==> config.mk <==
export PLATFORM = sky130hd
export DESIGN_NAME = fsk_frame_strip
export DESIGN_NICKNAME = d
export VERILOG_FILES = /design/src/rtl/fsk_frame_pkg.sv /design/src/rtl/fsk_frame_fields.sv /design/src/rtl/fsk_frame_ctrl.sv /design/src/rtl/fsk_frame_dp.sv /design/src/rtl/fsk_frame_strip.sv
export SDC_FILE = /design/constraint.sdc
export NUM_CORES = 1
export LEC_CHECK = 0
export ABC_CLOCK_PERIOD_IN_PS = 3650
export BUFFER_PORTS_ARGS = -buffer_cell sky130_fd_sc_hd__buf_2
export CAP_MARGIN = 10
export CORE_AREA = 2 2 204 206
export CTS_BUF_LIST = sky130_fd_sc_hd__clkbuf_8
export DETAILED_ROUTE_END_ITERATION = 10
export DIE_AREA = 0 0 206 208
export PLACE_DENSITY = 0.62
export SLEW_MARGIN = 10
export SYNTH_ARGS = -nofsm -noshare
export SYNTH_HDL_FRONTEND = slang
export SYNTH_HIERARCHICAL = 1
export SYNTH_SLANG_ARGS = --single-unit
==> constraint.sdc <==
create_clock -name clk -period 3.65 [get_ports clk]
set_input_delay 0.5475 -clock clk [delete_from_list [all_inputs] [get_ports clk]]
set_output_delay 0.5475 -clock clk [all_outputs]
set_load 0.005 [all_outputs]
==> src/rtl/fsk_frame_pkg.sv <==
package fsk_frame_pkg;

  typedef enum logic {
    ST_HUNT,
    ST_CAPTURE
  } ctrlState_t;

  typedef struct packed {
    logic take;        // a strobed bit enters the raw history
    logic dataShift;   // the bit is a data bit of the current group
    logic parityStep;  // the bit is the parity bit of the current group
    logic commit;      // last parity bit of a good frame
  } ctrlStrobe_t;

endpackage

==> src/rtl/fsk_frame_fields.sv <==
module fsk_frame_fields #(
  parameter int PAY_LEN = 66,
  parameter int LEN_W   = 8,
  parameter int FAC_W   = 8,
  parameter int CARD_W  = 16,
  parameter int STD_LEN = 26
) (
  input  logic [PAY_LEN-1:0] payIn,
  output logic [LEN_W-1:0]   lenOut,
  output logic [FAC_W-1:0]   facOut,
  output logic [CARD_W-1:0]  cardOut
);
  // card position in the standard format; the general offset reuses it
  localparam int CARD_BASE = LEN_W + 1 + FAC_W;
  localparam int LEN_MIN   = CARD_BASE;
  localparam int LEN_MAX   = PAY_LEN - CARD_W + CARD_BASE - LEN_W;
  localparam int FAC_TOP   = PAY_LEN - LEN_W - 2;

  logic [LEN_W-1:0] cardOff;
  logic             cardInRange;
  logic             isStd;

  always_comb begin
    lenOut      = payIn[PAY_LEN-1 -: LEN_W];
    isStd       = (lenOut == LEN_W'(STD_LEN));
    cardInRange = (lenOut >= LEN_W'(LEN_MIN)) && (lenOut <= LEN_W'(LEN_MAX));
    cardOff     = lenOut - LEN_W'(CARD_BASE - LEN_W);
    facOut      = isStd ? payIn[FAC_TOP -: FAC_W] : '0;
    if (cardInRange)
      cardOut = CARD_W'(payIn >> (LEN_W'(PAY_LEN - CARD_W) - cardOff));
    else
      cardOut = '0;
  end

endmodule

==> src/rtl/fsk_frame_ctrl.sv <==
module fsk_frame_ctrl
  import fsk_frame_pkg::*;
#(
  parameter int PRE_LEN        = 8,
  parameter int GROUPS         = 22,
  parameter int DATA_PER_GROUP = 3
) (
  input  logic        clk,
  input  logic        rst,
  input  logic        bitValid,
  input  logic        preambleHit,
  input  logic        parityGood,
  output ctrlStrobe_t strobe
);
  localparam int FILL_W  = (PRE_LEN > 2) ? $clog2(PRE_LEN) : 1;
  localparam int PHASE_W = $clog2(DATA_PER_GROUP + 1);
  localparam int GRP_W   = (GROUPS > 2) ? $clog2(GROUPS) : 1;
  localparam logic [FILL_W-1:0]  FILL_LAST = FILL_W'(PRE_LEN - 1);
  localparam logic [PHASE_W-1:0] PAR_PHASE = PHASE_W'(DATA_PER_GROUP);
  localparam logic [GRP_W-1:0]   GRP_LAST  = GRP_W'(GROUPS - 1);

  ctrlState_t         state, stateNxt;
  logic [FILL_W-1:0]  fillCnt, fillNxt;
  logic [PHASE_W-1:0] phase, phaseNxt;
  logic [GRP_W-1:0]   grpIdx, grpNxt;

  always_comb begin
    strobe      = '0;
    strobe.take = bitValid;
    stateNxt    = state;
    fillNxt     = fillCnt;
    phaseNxt    = phase;
    grpNxt      = grpIdx;
    if (bitValid) begin
      case (state)
        ST_HUNT: begin
          if (fillCnt == FILL_LAST && preambleHit) begin
            stateNxt = ST_CAPTURE;
            phaseNxt = '0;
            grpNxt   = '0;
          end else if (fillCnt != FILL_LAST) begin
            fillNxt = fillCnt + 1'b1;
          end
        end
        ST_CAPTURE: begin
          if (phase != PAR_PHASE) begin
            strobe.dataShift = 1'b1;
            phaseNxt         = phase + 1'b1;
          end else begin
            strobe.parityStep = 1'b1;
            phaseNxt          = '0;
            if (!parityGood) begin
              stateNxt = ST_HUNT;
              fillNxt  = '0;
            end else if (grpIdx == GRP_LAST) begin
              strobe.commit = 1'b1;
              stateNxt      = ST_HUNT;
              fillNxt       = '0;
            end else begin
              grpNxt = grpIdx + 1'b1;
            end
          end
        end
        default: stateNxt = ST_HUNT;
      endcase
    end
  end

  always_ff @(posedge clk) begin
    if (rst) begin
      state   <= ST_HUNT;
      fillCnt <= '0;
      phase   <= '0;
      grpIdx  <= '0;
    end else begin
      state   <= stateNxt;
      fillCnt <= fillNxt;
      phase   <= phaseNxt;
      grpIdx  <= grpNxt;
    end
  end

endmodule

==> src/rtl/fsk_frame_dp.sv <==
module fsk_frame_dp
  import fsk_frame_pkg::*;
#(
  parameter int                PRE_LEN        = 8,
  parameter logic [PRE_LEN-1:0] PRE_PATTERN   = 8'h01,
  parameter int                GROUPS         = 22,
  parameter int                DATA_PER_GROUP = 3,
  parameter int                LEN_W          = 8,
  parameter int                FAC_W          = 8,
  parameter int                CARD_W         = 16,
  parameter int                STD_LEN        = 26,
  localparam int               FRAME_LEN      = PRE_LEN + GROUPS * (DATA_PER_GROUP + 1),
  localparam int               PAY_LEN        = GROUPS * DATA_PER_GROUP
) (
  input  logic                 clk,
  input  logic                 rst,
  input  logic                 bitIn,
  input  ctrlStrobe_t          strobe,
  output logic                 preambleHit,
  output logic                 parityGood,
  output logic                 frameValid,
  output logic [FRAME_LEN-1:0] rawFrame,
  output logic [PAY_LEN-1:0]   payload,
  output logic [LEN_W-1:0]     fmtLen,
  output logic [FAC_W-1:0]     facility,
  output logic [CARD_W-1:0]    cardNum
);
  // history of the last FRAME_LEN-1 strobed bits; the current bit completes it
  logic [FRAME_LEN-2:0] rawShift;
  logic [PAY_LEN-1:0]   payShift;
  logic                 parityAcc;
  logic [LEN_W-1:0]     lenNew;
  logic [FAC_W-1:0]     facNew;
  logic [CARD_W-1:0]    cardNew;

  assign preambleHit = ({rawShift[PRE_LEN-2:0], bitIn} == PRE_PATTERN);
  assign parityGood  = parityAcc ^ bitIn;

  fsk_frame_fields #(
    .PAY_LEN(PAY_LEN), .LEN_W(LEN_W), .FAC_W(FAC_W),
    .CARD_W(CARD_W), .STD_LEN(STD_LEN)
  ) i_fields (
    .payIn  (payShift),
    .lenOut (lenNew),
    .facOut (facNew),
    .cardOut(cardNew)
  );

  always_ff @(posedge clk) begin
    if (rst) begin
      rawShift  <= '0;
      payShift  <= '0;
      parityAcc <= 1'b0;
    end else begin
      if (strobe.take)
        rawShift <= {rawShift[FRAME_LEN-3:0], bitIn};
      if (strobe.dataShift) begin
        payShift  <= {payShift[PAY_LEN-2:0], bitIn};
        parityAcc <= parityAcc ^ bitIn;
      end else if (strobe.parityStep) begin
        parityAcc <= 1'b0;
      end
    end
  end

  always_ff @(posedge clk) begin
    if (rst) begin
      frameValid <= 1'b0;
      rawFrame   <= '0;
      payload    <= '0;
      fmtLen     <= '0;
      facility   <= '0;
      cardNum    <= '0;
    end else begin
      frameValid <= strobe.commit;
      if (strobe.commit) begin
        rawFrame <= {rawShift, bitIn};
        payload  <= payShift;
        fmtLen   <= lenNew;
        facility <= facNew;
        cardNum  <= cardNew;
      end
    end
  end

endmodule

==> src/rtl/fsk_frame_strip.sv <==
module fsk_frame_strip
  import fsk_frame_pkg::*;
#(
  parameter int                PRE_LEN        = 8,
  parameter logic [PRE_LEN-1:0] PRE_PATTERN   = 8'h01,
  parameter int                GROUPS         = 22,
  parameter int                DATA_PER_GROUP = 3,
  parameter int                LEN_W          = 8,
  parameter int                FAC_W          = 8,
  parameter int                CARD_W         = 16,
  parameter int                STD_LEN        = 26,
  localparam int               FRAME_LEN      = PRE_LEN + GROUPS * (DATA_PER_GROUP + 1),
  localparam int               PAY_LEN        = GROUPS * DATA_PER_GROUP
) (
  input  logic                 clk,
  input  logic                 rst,
  input  logic                 bitIn,
  input  logic                 bitValid,
  output logic                 frameValid,
  output logic [FRAME_LEN-1:0] rawFrame,
  output logic [PAY_LEN-1:0]   payload,
  output logic [LEN_W-1:0]     fmtLen,
  output logic [FAC_W-1:0]     facility,
  output logic [CARD_W-1:0]    cardNum
);
  ctrlStrobe_t strobe;
  logic        preambleHit;
  logic        parityGood;

  fsk_frame_ctrl #(
    .PRE_LEN(PRE_LEN), .GROUPS(GROUPS), .DATA_PER_GROUP(DATA_PER_GROUP)
  ) i_ctrl (
    .clk        (clk),
    .rst        (rst),
    .bitValid   (bitValid),
    .preambleHit(preambleHit),
    .parityGood (parityGood),
    .strobe     (strobe)
  );

  fsk_frame_dp #(
    .PRE_LEN(PRE_LEN), .PRE_PATTERN(PRE_PATTERN), .GROUPS(GROUPS),
    .DATA_PER_GROUP(DATA_PER_GROUP), .LEN_W(LEN_W), .FAC_W(FAC_W),
    .CARD_W(CARD_W), .STD_LEN(STD_LEN)
  ) i_dp (
    .clk        (clk),
    .rst        (rst),
    .bitIn      (bitIn),
    .strobe     (strobe),
    .preambleHit(preambleHit),
    .parityGood (parityGood),
    .frameValid (frameValid),
    .rawFrame   (rawFrame),
    .payload    (payload),
    .fmtLen     (fmtLen),
    .facility   (facility),
    .cardNum    (cardNum)
  );

endmodule

; ---- Yosys cells after proc, flatten, opt, wreduce, memory -nomap -nowiden
; Cells that the tools add are included.
[classes]
shift = 1
n_mux = 29
bitwise = 2
magnitude_cmp = 2
n_reduce_logical = 6
add_sub_neg = 5
n_eq_ne = 13
[op_table]
columns = operator, count
row1 = $shr 66x8->16, 1
row2 = $mux 3, 7
row3 = $mux 5, 4
row4 = $mux 16, 1
row5 = $pmux 5 s2, 1
row6 = $reduce_and 5->1, 2
row7 = $mux 1, 9
row8 = $eq 8x1->1 const B, 1
row9 = $eq 8x5->1 const B, 1
row10 = $ge 8x5->1 const B, 1
row11 = $le 8x6->1 const B, 1
row12 = $mux 8, 1
row13 = $ne 2x2->1 const B, 4
row14 = $sub 6x8->8 const A, 1
row15 = $sub 8x4->8 const B, 1
row16 = $mux 2, 3
row17 = $ne 2x1->1 const B, 3
row18 = $ne 3x3->1 const B, 2
row19 = $pmux 3 s2, 1
row20 = $add 5x1->5 const B, 1
row21 = $eq 5x5->1 const B, 1
row22 = $pmux 2 s2, 1
row23 = $add 3x1->3 const B, 1
row24 = $eq 3x3->1 const B, 1
row25 = 7 further kinds, 8
[word_totals]
output_inout_bits = 195
input_bits = 4
regBits = 368
wordCells = 71

; ---- Longest topological paths before layout
; Gate-level depths: netlist of the first run.
[depth]
word_depth = 8
mapped_depth = 13

; ---- Hierarchy
; Netlist of the first run, hierarchy kept.
[modules_own_cells]
columns = mod, cells_per_inst, area_per_inst_um2, seq_area_each_um2, instances
row1 = fsk_frame_dp, 1158, 12751.0, 7146.9, 1
row2 = fsk_frame_fields, 475, 3849.9, 0.0, 1
row3 = fsk_frame_ctrl, 70, 618.1, 220.2, 1

; ---- Worst setup path after synthesis of the first run
; No wires, ideal clock.
[synth_path]
path_kind = register -> register
start = reg i_dp.payShift[60]
end = reg i_dp.cardNum[2]
t_required_ps = 3522
t_arrival_ps = 2972
path_stages_with_launch = 12
path_buffers = 5
synth_period_minus_slack_ps = 3100
setup_time_ps = 128
setup_slack_ps = 550
cell_sequence = dfxtp_1 > clkinv_1 > clkbuf_1 > clkbuf_1 > ha_1 > clkbuf_1 > clkbuf_1 > clkbuf_1 > nor2_1 > o311a_1 > mux2i_1 > nor2_1
[synth_between]
elab_chain_cells = 4
[synth_rtl]
columns = element, line_no
row1 = from (decl), fsk_frame_dp.sv:30  ; logic [PAY_LEN-1:0] payShift;
row2 = from (signal assigned), fsk_frame_dp.sv:58  ; payShift <= {payShift[PAY_LEN-2:0], bitIn};
row3 = $sub 8x4->8, fsk_frame_fields.sv:27  ; cardOff = lenOut - LEN_W'(CARD_BASE - LEN_W);
row4 = $sub 6x8->8, fsk_frame_fields.sv:30  ; cardOut = CARD_W'(payIn >> (LEN_W'(PAY_LEN - CARD_W) - cardOff));
row5 = $shr 66x8->16, fsk_frame_fields.sv:30
row6 = $mux 16 (*), fsk_frame_fields.sv:29  ; if (cardInRange)
row7 = net i_dp.cardNew[2], fsk_frame_dp.sv:34  ; logic [CARD_W-1:0] cardNew;
row8 = to (signal assigned), fsk_frame_dp.sv:81  ; cardNum <= cardNew;
row9 = to (decl), fsk_frame_dp.sv:26  ; output logic [CARD_W-1:0] cardNum
; The timed path passes the listed nets; every way through them passes the cells marked *.
; A chain may end at the register's enable or synchronous reset.

; ---- Final worst setup path of the first run
[layout_path]
start = reg i_dp.payShift[61]
end = reg i_dp.cardNum[5]
; Same word-level chain as after synthesis.

==> flow_metrics.env, run 1 <==
export IMPL_min_period_over_period_pct=91.6
export IMPL_place_area_mm2=0.0183
export IMPL_path_class="flip-flop to flip-flop"
export IMPL_area_growth_pct=14.5
export IMPL_drc_errors=0
export IMPL_drive_gt1_share_pct=21.8
export IMPL_synth_edff_count=0
export IMPL_crit_slowest_cell="dfxtp_1"
export IMPL_synth_warnings=6
export IMPL_synthArstFlopShare_pct=0
export IMPL_ant_nets=0
export IMPL_initial_core_util_pct=42.5
export IMPL_port_buffer_count=198
export IMPL_clock_path_buffers=3
export IMPL_p_leak_uw=0.00764
export IMPL_cp_required_ns=4.20
export IMPL_grt_pass1_vias=12730
export IMPL_num_fill_cells=3862
export IMPL_dieWidth_um=206
export IMPL_cts_sinks=368
export IMPL_postRouteWirelength_mm=45.7
export IMPL_cp_max_fo=20
export IMPL_synth_area_mm2=0.0172
export IMPL_synth_seq_cells=368
export IMPL_synth_avg_cell_area_um2=10.1
export IMPL_cts_root_buffer="clkbuf_8"
export IMPL_fmax_mhz=299
export IMPL_min_path_type="input port to flip-flop"
export IMPL_place_gp_congestion=0.904
export IMPL_arrival_ns=3.90
export IMPL_p_per_area_mw_per_mm2=417
export IMPL_drv_cap=0
export IMPL_dr_pass1_iters=5
export IMPL_ctsResizeCount=0
export IMPL_outcome="completed"
export IMPL_num_vias=13026
export IMPL_fin_skew_ns=0.0288
export IMPL_layout_commonest_cell="mux2i_1"
export IMPL_pin_count=199
export IMPL_tightest_slew_ns=0.848
export IMPL_initialDrtViolationCount=852
export IMPL_ir_worst_vdd_v=0.000370
export IMPL_grt_pass1_wl_mm=71.8
export IMPL_max_stage_delay_ns=0.59
export IMPL_finalHoldViolCount=0
export IMPL_end_kind="flip-flop"
export IMPL_path_clk_slew_ns=0.06
export IMPL_hpwlAfterDp_mm=31.1
export IMPL_synthCells=1703
export IMPL_grt_usage_pct=20.9
export IMPL_die_h_um=208
export IMPL_vias_per_cell=5.32
export IMPL_grt_max_degree=113
export IMPL_final_nets=1881
export IMPL_synth_cell_type_count=74
export IMPL_slew_viol_final=0
export IMPL_antenna_found_initial=0
export IMPL_post_cts_buffers=0
export IMPL_rows=74
export IMPL_crit_chain="inv_1 -> ha_1 -> buf_4 -> inv_1 -> buf_4 -> mux2_2 -> a31oi_1 -> o311ai_0 -> o22ai_1 -> mux2i_1 -> nor2_1"
export IMPL_final_area_mm2=0.0197
export IMPL_routedWlPerCell_um=18.7
export IMPL_setup_viol=0
export IMPL_cts_htree_levels=3
export IMPL_ys_flop_type="dfxtp_1"
export IMPL_layout_common_cells="mux2i_1, nor2_1, dfxtp_1"
export IMPL_die_area_mm2=0.0428
export IMPL_period_needed_ns=3.34
export IMPL_cts_tree="built"
export IMPL_rsz0062_at_grt="false"
export IMPL_core_mm2=0.0406
export IMPL_max_slew_margin_pct=42.8
export IMPL_synth_nets=1716
export IMPL_final_core_util_pct=48.6
export IMPL_setup_worst_path_start_class="flip-flop"
export IMPL_gr_total_overflow=0
export IMPL_n_antenna_cell=0
export IMPL_postCtsHoldBufs=0
export IMPL_cts_buffers=66
export IMPL_yosysSeqAreaShare_pct=42.8
export IMPL_insertion_delay_ns=0.61
export IMPL_tns_ns=0
[critical path: cells and delay by family (launching register included)]
| kind | cells | cell delay [ns] |
|---|---|---|
| buf+inv | 4 | 0.82 |
| simple gates | 1 | 0.09 |
| flops | 1 | 0.59 |
| compound gates | 3 | 0.89 |
| mux | 2 | 0.41 |
| fa+ha+maj | 1 | 0.49 |
[kinds of logic (layout without fill, tap and decap cells)]
logic type               count (synthesis)  count (layout)  synth area share (%)
AND/OR/NAND/NOR                        528             528                  12.6
multiplexers                           497             497                  31.6
flip-flops                             368             368                  42.8
buffers and inverters                  150             362                  6.12
AO/OA/AOI/OAI                          146             146                  5.76
adder cells (fa/ha/maj)                  9               9                 0.654
XOR/XNOR                                 5               5                 0.407
[worst paths after layout]
path / from / slack [ns] / to / cells after the start
max reg2reg: i_dp/payShift[61] / 0.31 / i_dp/cardNum[5] / 11
min: bitIn / 0.30 / i_dp/payShift[0] / 3
max: i_dp/payShift[61] / 0.31 / i_dp/cardNum[5] / 11
min reg2reg: i_dp/payload[28] / 0.48 / i_dp/payload[28] / 2
[sequential cells by signal, indices dropped and copies added, names as in the netlist]
signal           count
i_ctrl/fillCnt       3
i_ctrl/grpIdx        5
i_ctrl/phase         2
i_ctrl/state         1
i_dp/cardNum        16
i_dp/facility        8
i_dp/fmtLen          8
i_dp/frameValid      1
i_dp/parityAcc       1
i_dp/payShift       66
i_dp/payload        66
i_dp/rawFrame       96
i_dp/rawShift       95
[power breakdown]
| group | total, µW | switching (µW) | internal [µW] |
|---|---|---|---|
| logic | 133 | 96.6 | 36.4 |
| clock network | 4070 | 1720 | 2350 |
| registers | 4020 | 2.34 | 4020 |
| total | 8230 | 1820 | 6410 |
[per-layer routing]
metal | GRT usage [%] | vias to the layer above | part of all wire (%)
li1 | - | 6306 | -
met1 | 27.2 | 6244 | 44
met2 | 32.7 | 389 | 46
met3 | 6.52 | 87 | 7.6
met4 | 7.59 | 0 | 2.7
met5 | 0 | - | 0
[final cells by class]
cell class	count	area (µm²)	area share (%)
Timing Repair Buffer	237	1410	7.15
Tap cell	532	666	3.38
Clock inverter	31	250	1.27
Sequential cell	368	7370	37.4
Inverter	10	38.8	0.197
Clock buffer	84	1160	5.87
Multi-Input combinational cell	1185	8820	44.7
[through the flow]
stage / cells / power (µW) / worst slack, ns / hold WS [ns]
3_3_place_gp: 2332 / 4240 / 0.476 / 0.466
3_5_place_dp: 2332 / 4240 / 0.411 / 0.475
2_1_floorplan: 1703 / 4230 / 0.550 / 0.454
4_1_cts: 2447 / 8370 / 0.399 / 0.250
5_1_grt: 2447 / 8560 / 0.176 / 0.287
6_report: 2447 / 8230 / 0.308 / 0.303
[Yosys cell counts, drive strengths merged, types with 8 or more instances]
cell / n / share of area [%]
a21oi: 28 / 0.81
buf: 105 / 5.1
and2: 17 / 0.62
o211ai: 8 / 0.35
o21ai: 33 / 0.96
inv: 8 / 0.17
mux2i: 427 / 25
nor3: 11 / 0.32
a221oi: 8 / 0.41
mux4: 34 / 4.5
ha: 9 / 0.65
nand3: 12 / 0.45
dfxtp: 368 / 43
nor2: 386 / 8.4
mux2: 36 / 2.4
nand2: 69 / 1.5
clkbuf: 35 / 0.76
a31oi: 10 / 0.36
o22ai: 9 / 0.33
No activity file was read; power rests on OpenSTA's default activity.
==> inputs of run 2 (changes only) <==
CORE_AREA = 2 2 189 191   (was 2 2 204 206)
DIE_AREA = 0 0 191 193   (was 0 0 206 208)
PLACE_DENSITY = unset   (was 0.62)
PLACE_DENSITY_LB_ADDON = 0.25   (was unset)
SETUP_SLACK_MARGIN = 0.4   (was unset)
==> flow_metrics.env, run 2 (synthesized netlist as in run 1, its figures left out) <==
export IMPL_p_leak_uw=0.00755
export IMPL_layout_commonest_cell="mux2i_1"
export IMPL_num_vias=13003
export IMPL_finalHoldViolCount=0
export IMPL_largest_reg_flops=96
export IMPL_place_inst=2256
export IMPL_cp_required_ns=4.17
export IMPL_clock_path_buffers=3
export IMPL_rr_startpoint="i_dp/payShift[59]"
export IMPL_place_area_mm2=0.0182
export IMPL_rsz0062_at_grt="false"
export IMPL_min_path_type="input port to flip-flop"
export IMPL_grt_pass1_vias=12313
export IMPL_fmax_mhz=334
export IMPL_cts_buffers=59
export IMPL_regMostFlops="i_dp/rawFrame"
export IMPL_drc_errors=0
export IMPL_final_nets=1869
export IMPL_cts_htree_levels=2
export IMPL_arrival_ns=3.51
export IMPL_p_comb_share_pct=1.7
export IMPL_port_buffer_count=198
export IMPL_switching_share_pct=22.6
export IMPL_startpoint="i_dp/payShift[59]"
export IMPL_grt_pass1_wl_mm=70.1
export IMPL_clkPwrFrac_pct=45.8
export IMPL_initialDrtViolationCount=998
export IMPL_end_kind="flip-flop"
export IMPL_cts_sinks=368
export IMPL_insertion_delay_ns=0.66
export IMPL_drive_gt1_share_pct=21.0
export IMPL_power_switching_uw=1730
export IMPL_grt_max_degree=142
export IMPL_antenna_found_initial=0
export IMPL_routedWlPerCell_um=19.0
export IMPL_reg_top3="i_dp/rawFrame (96), i_dp/rawShift (95)"
export IMPL_die_area_mm2=0.0369
export IMPL_dieWidth_um=191
export IMPL_cts_root_buffer="clkbuf_8"
export IMPL_ctsResizeCount=0
export IMPL_post_cts_buffers=0
export IMPL_min_period_over_period_pct=81.9
export IMPL_drv_cap=0
export IMPL_min_path_cells=3
export IMPL_grt_usage_pct=24.1
export IMPL_vias_per_cell=5.50
export IMPL_n_antenna_cell=0
export IMPL_postCtsHoldBufs=0
export IMPL_layout_common_cells="mux2i_1, nor2_1, dfxtp_1"
export IMPL_cts_tree="built"
export IMPL_ir_worst_vdd_v=0.000316
export IMPL_gr_total_overflow=0
export IMPL_period_needed_ns=2.99
export IMPL_core_mm2=0.0350
export IMPL_ff2ff_path_depth=9
export IMPL_final_area_mm2=0.0194
export IMPL_pin_count=199
export IMPL_tns_ns=0
export IMPL_setup_viol=0
export IMPL_hpwlAfterDp_mm=30.4
export IMPL_tightest_slew_ns=0.849
export IMPL_path_clk_slew_ns=0.06
export IMPL_max_slew_margin_pct=43.4
export IMPL_fin_skew_ns=0.0270
export IMPL_setup_worst_path_start_class="flip-flop"
export IMPL_p_per_area_mw_per_mm2=395
export IMPL_die_h_um=193
export IMPL_dr_pass1_iters=6
export IMPL_slew_viol_final=0
export IMPL_rows=69
export IMPL_final_cells=2364
export IMPL_postRouteWirelength_mm=44.9
export IMPL_outcome="completed"
export IMPL_area_growth_pct=12.5
export IMPL_cellInternalPower_uw=5930
export IMPL_cp_max_fo=46
export IMPL_hp_start="bitIn"
export IMPL_p_seq_share_pct=52.5
export IMPL_initial_core_util_pct=49.2
export IMPL_place_gp_congestion=0.919
export IMPL_r2r_slack_ns=0.66
export IMPL_ant_nets=0
export IMPL_path_class="flip-flop to flip-flop"
run 2: cell count changes in the layout (fill, tap and decap cells not counted), sizes merged:
| cell | delta |
|---|---|
| inv | +8 |
| clkinv | +1 |
| clkinvlp | -2 |
| bufinv | -3 |
| buf | -5 |
| clkbuf | -11 |
run 2: cell type report:
| cell class | instances | area [µm²] |
|---|---|---|
| Fill cell | 3177 | 15600 |
| Multi-Input combinational cell | 1185 | 8830 |
| Sequential cell | 368 | 7370 |
| Timing Repair Buffer | 232 | 1370 |
| Clock buffer | 73 | 1000 |
| Tap cell | 461 | 577 |
| Clock inverter | 35 | 185 |
| Inverter | 10 | 38.8 |
run 2: routing by layer:
metal	vias to the layer above	routed length, µm	global-route usage [%]
li1	6276	-	-
met1	6229	19700	31.8
met2	406	20200	37.1
met3	92	3420	7.40
met4	0	1530	9.27
met5	-	0	0
run 2: metrics by stage:
step                hold slack (ns)  setup slack, ns  total power, µW  utilization (%)
finish                        0.257            0.660             7660             55.4
global route                  0.233            0.430             7960             55.4
CTS                           0.222            0.602             7770             55.4
detailed placement            0.475            0.630             4240             52.0
global placement              0.467            0.677             4240             52.0
floorplan                     0.454            0.550             4230                -
run 2: power groups by stage:
stage | registers [µW] | logic (µW) | clock network, µW
floorplan | 4110 | 119 | 0
global placement | 4110 | 132 | 0
detailed placement | 4110 | 133 | 0
CTS | 4020 | 133 | 3620
global route | 4020 | 144 | 3790
finish | 4020 | 132 | 3510
run 2: worst paths after layout:
kind	to
max	i_dp/cardNum[3]
min reg2reg	i_dp/facility[0]
min	i_dp/rawFrame[0]
max reg2reg	i_dp/cardNum[3]
run 2: critical path, stage by stage, from the launching register on:
cell	delay (ns)
dfxtp_4	0.75
buf_12	0.29
mux4_2	0.51
mux2_2	0.31
or2_0	0.20
o211a_1	0.13
a311oi_1	0.31
a21oi_1	0.12
mux2i_1	0.15
nor2_1	0.05
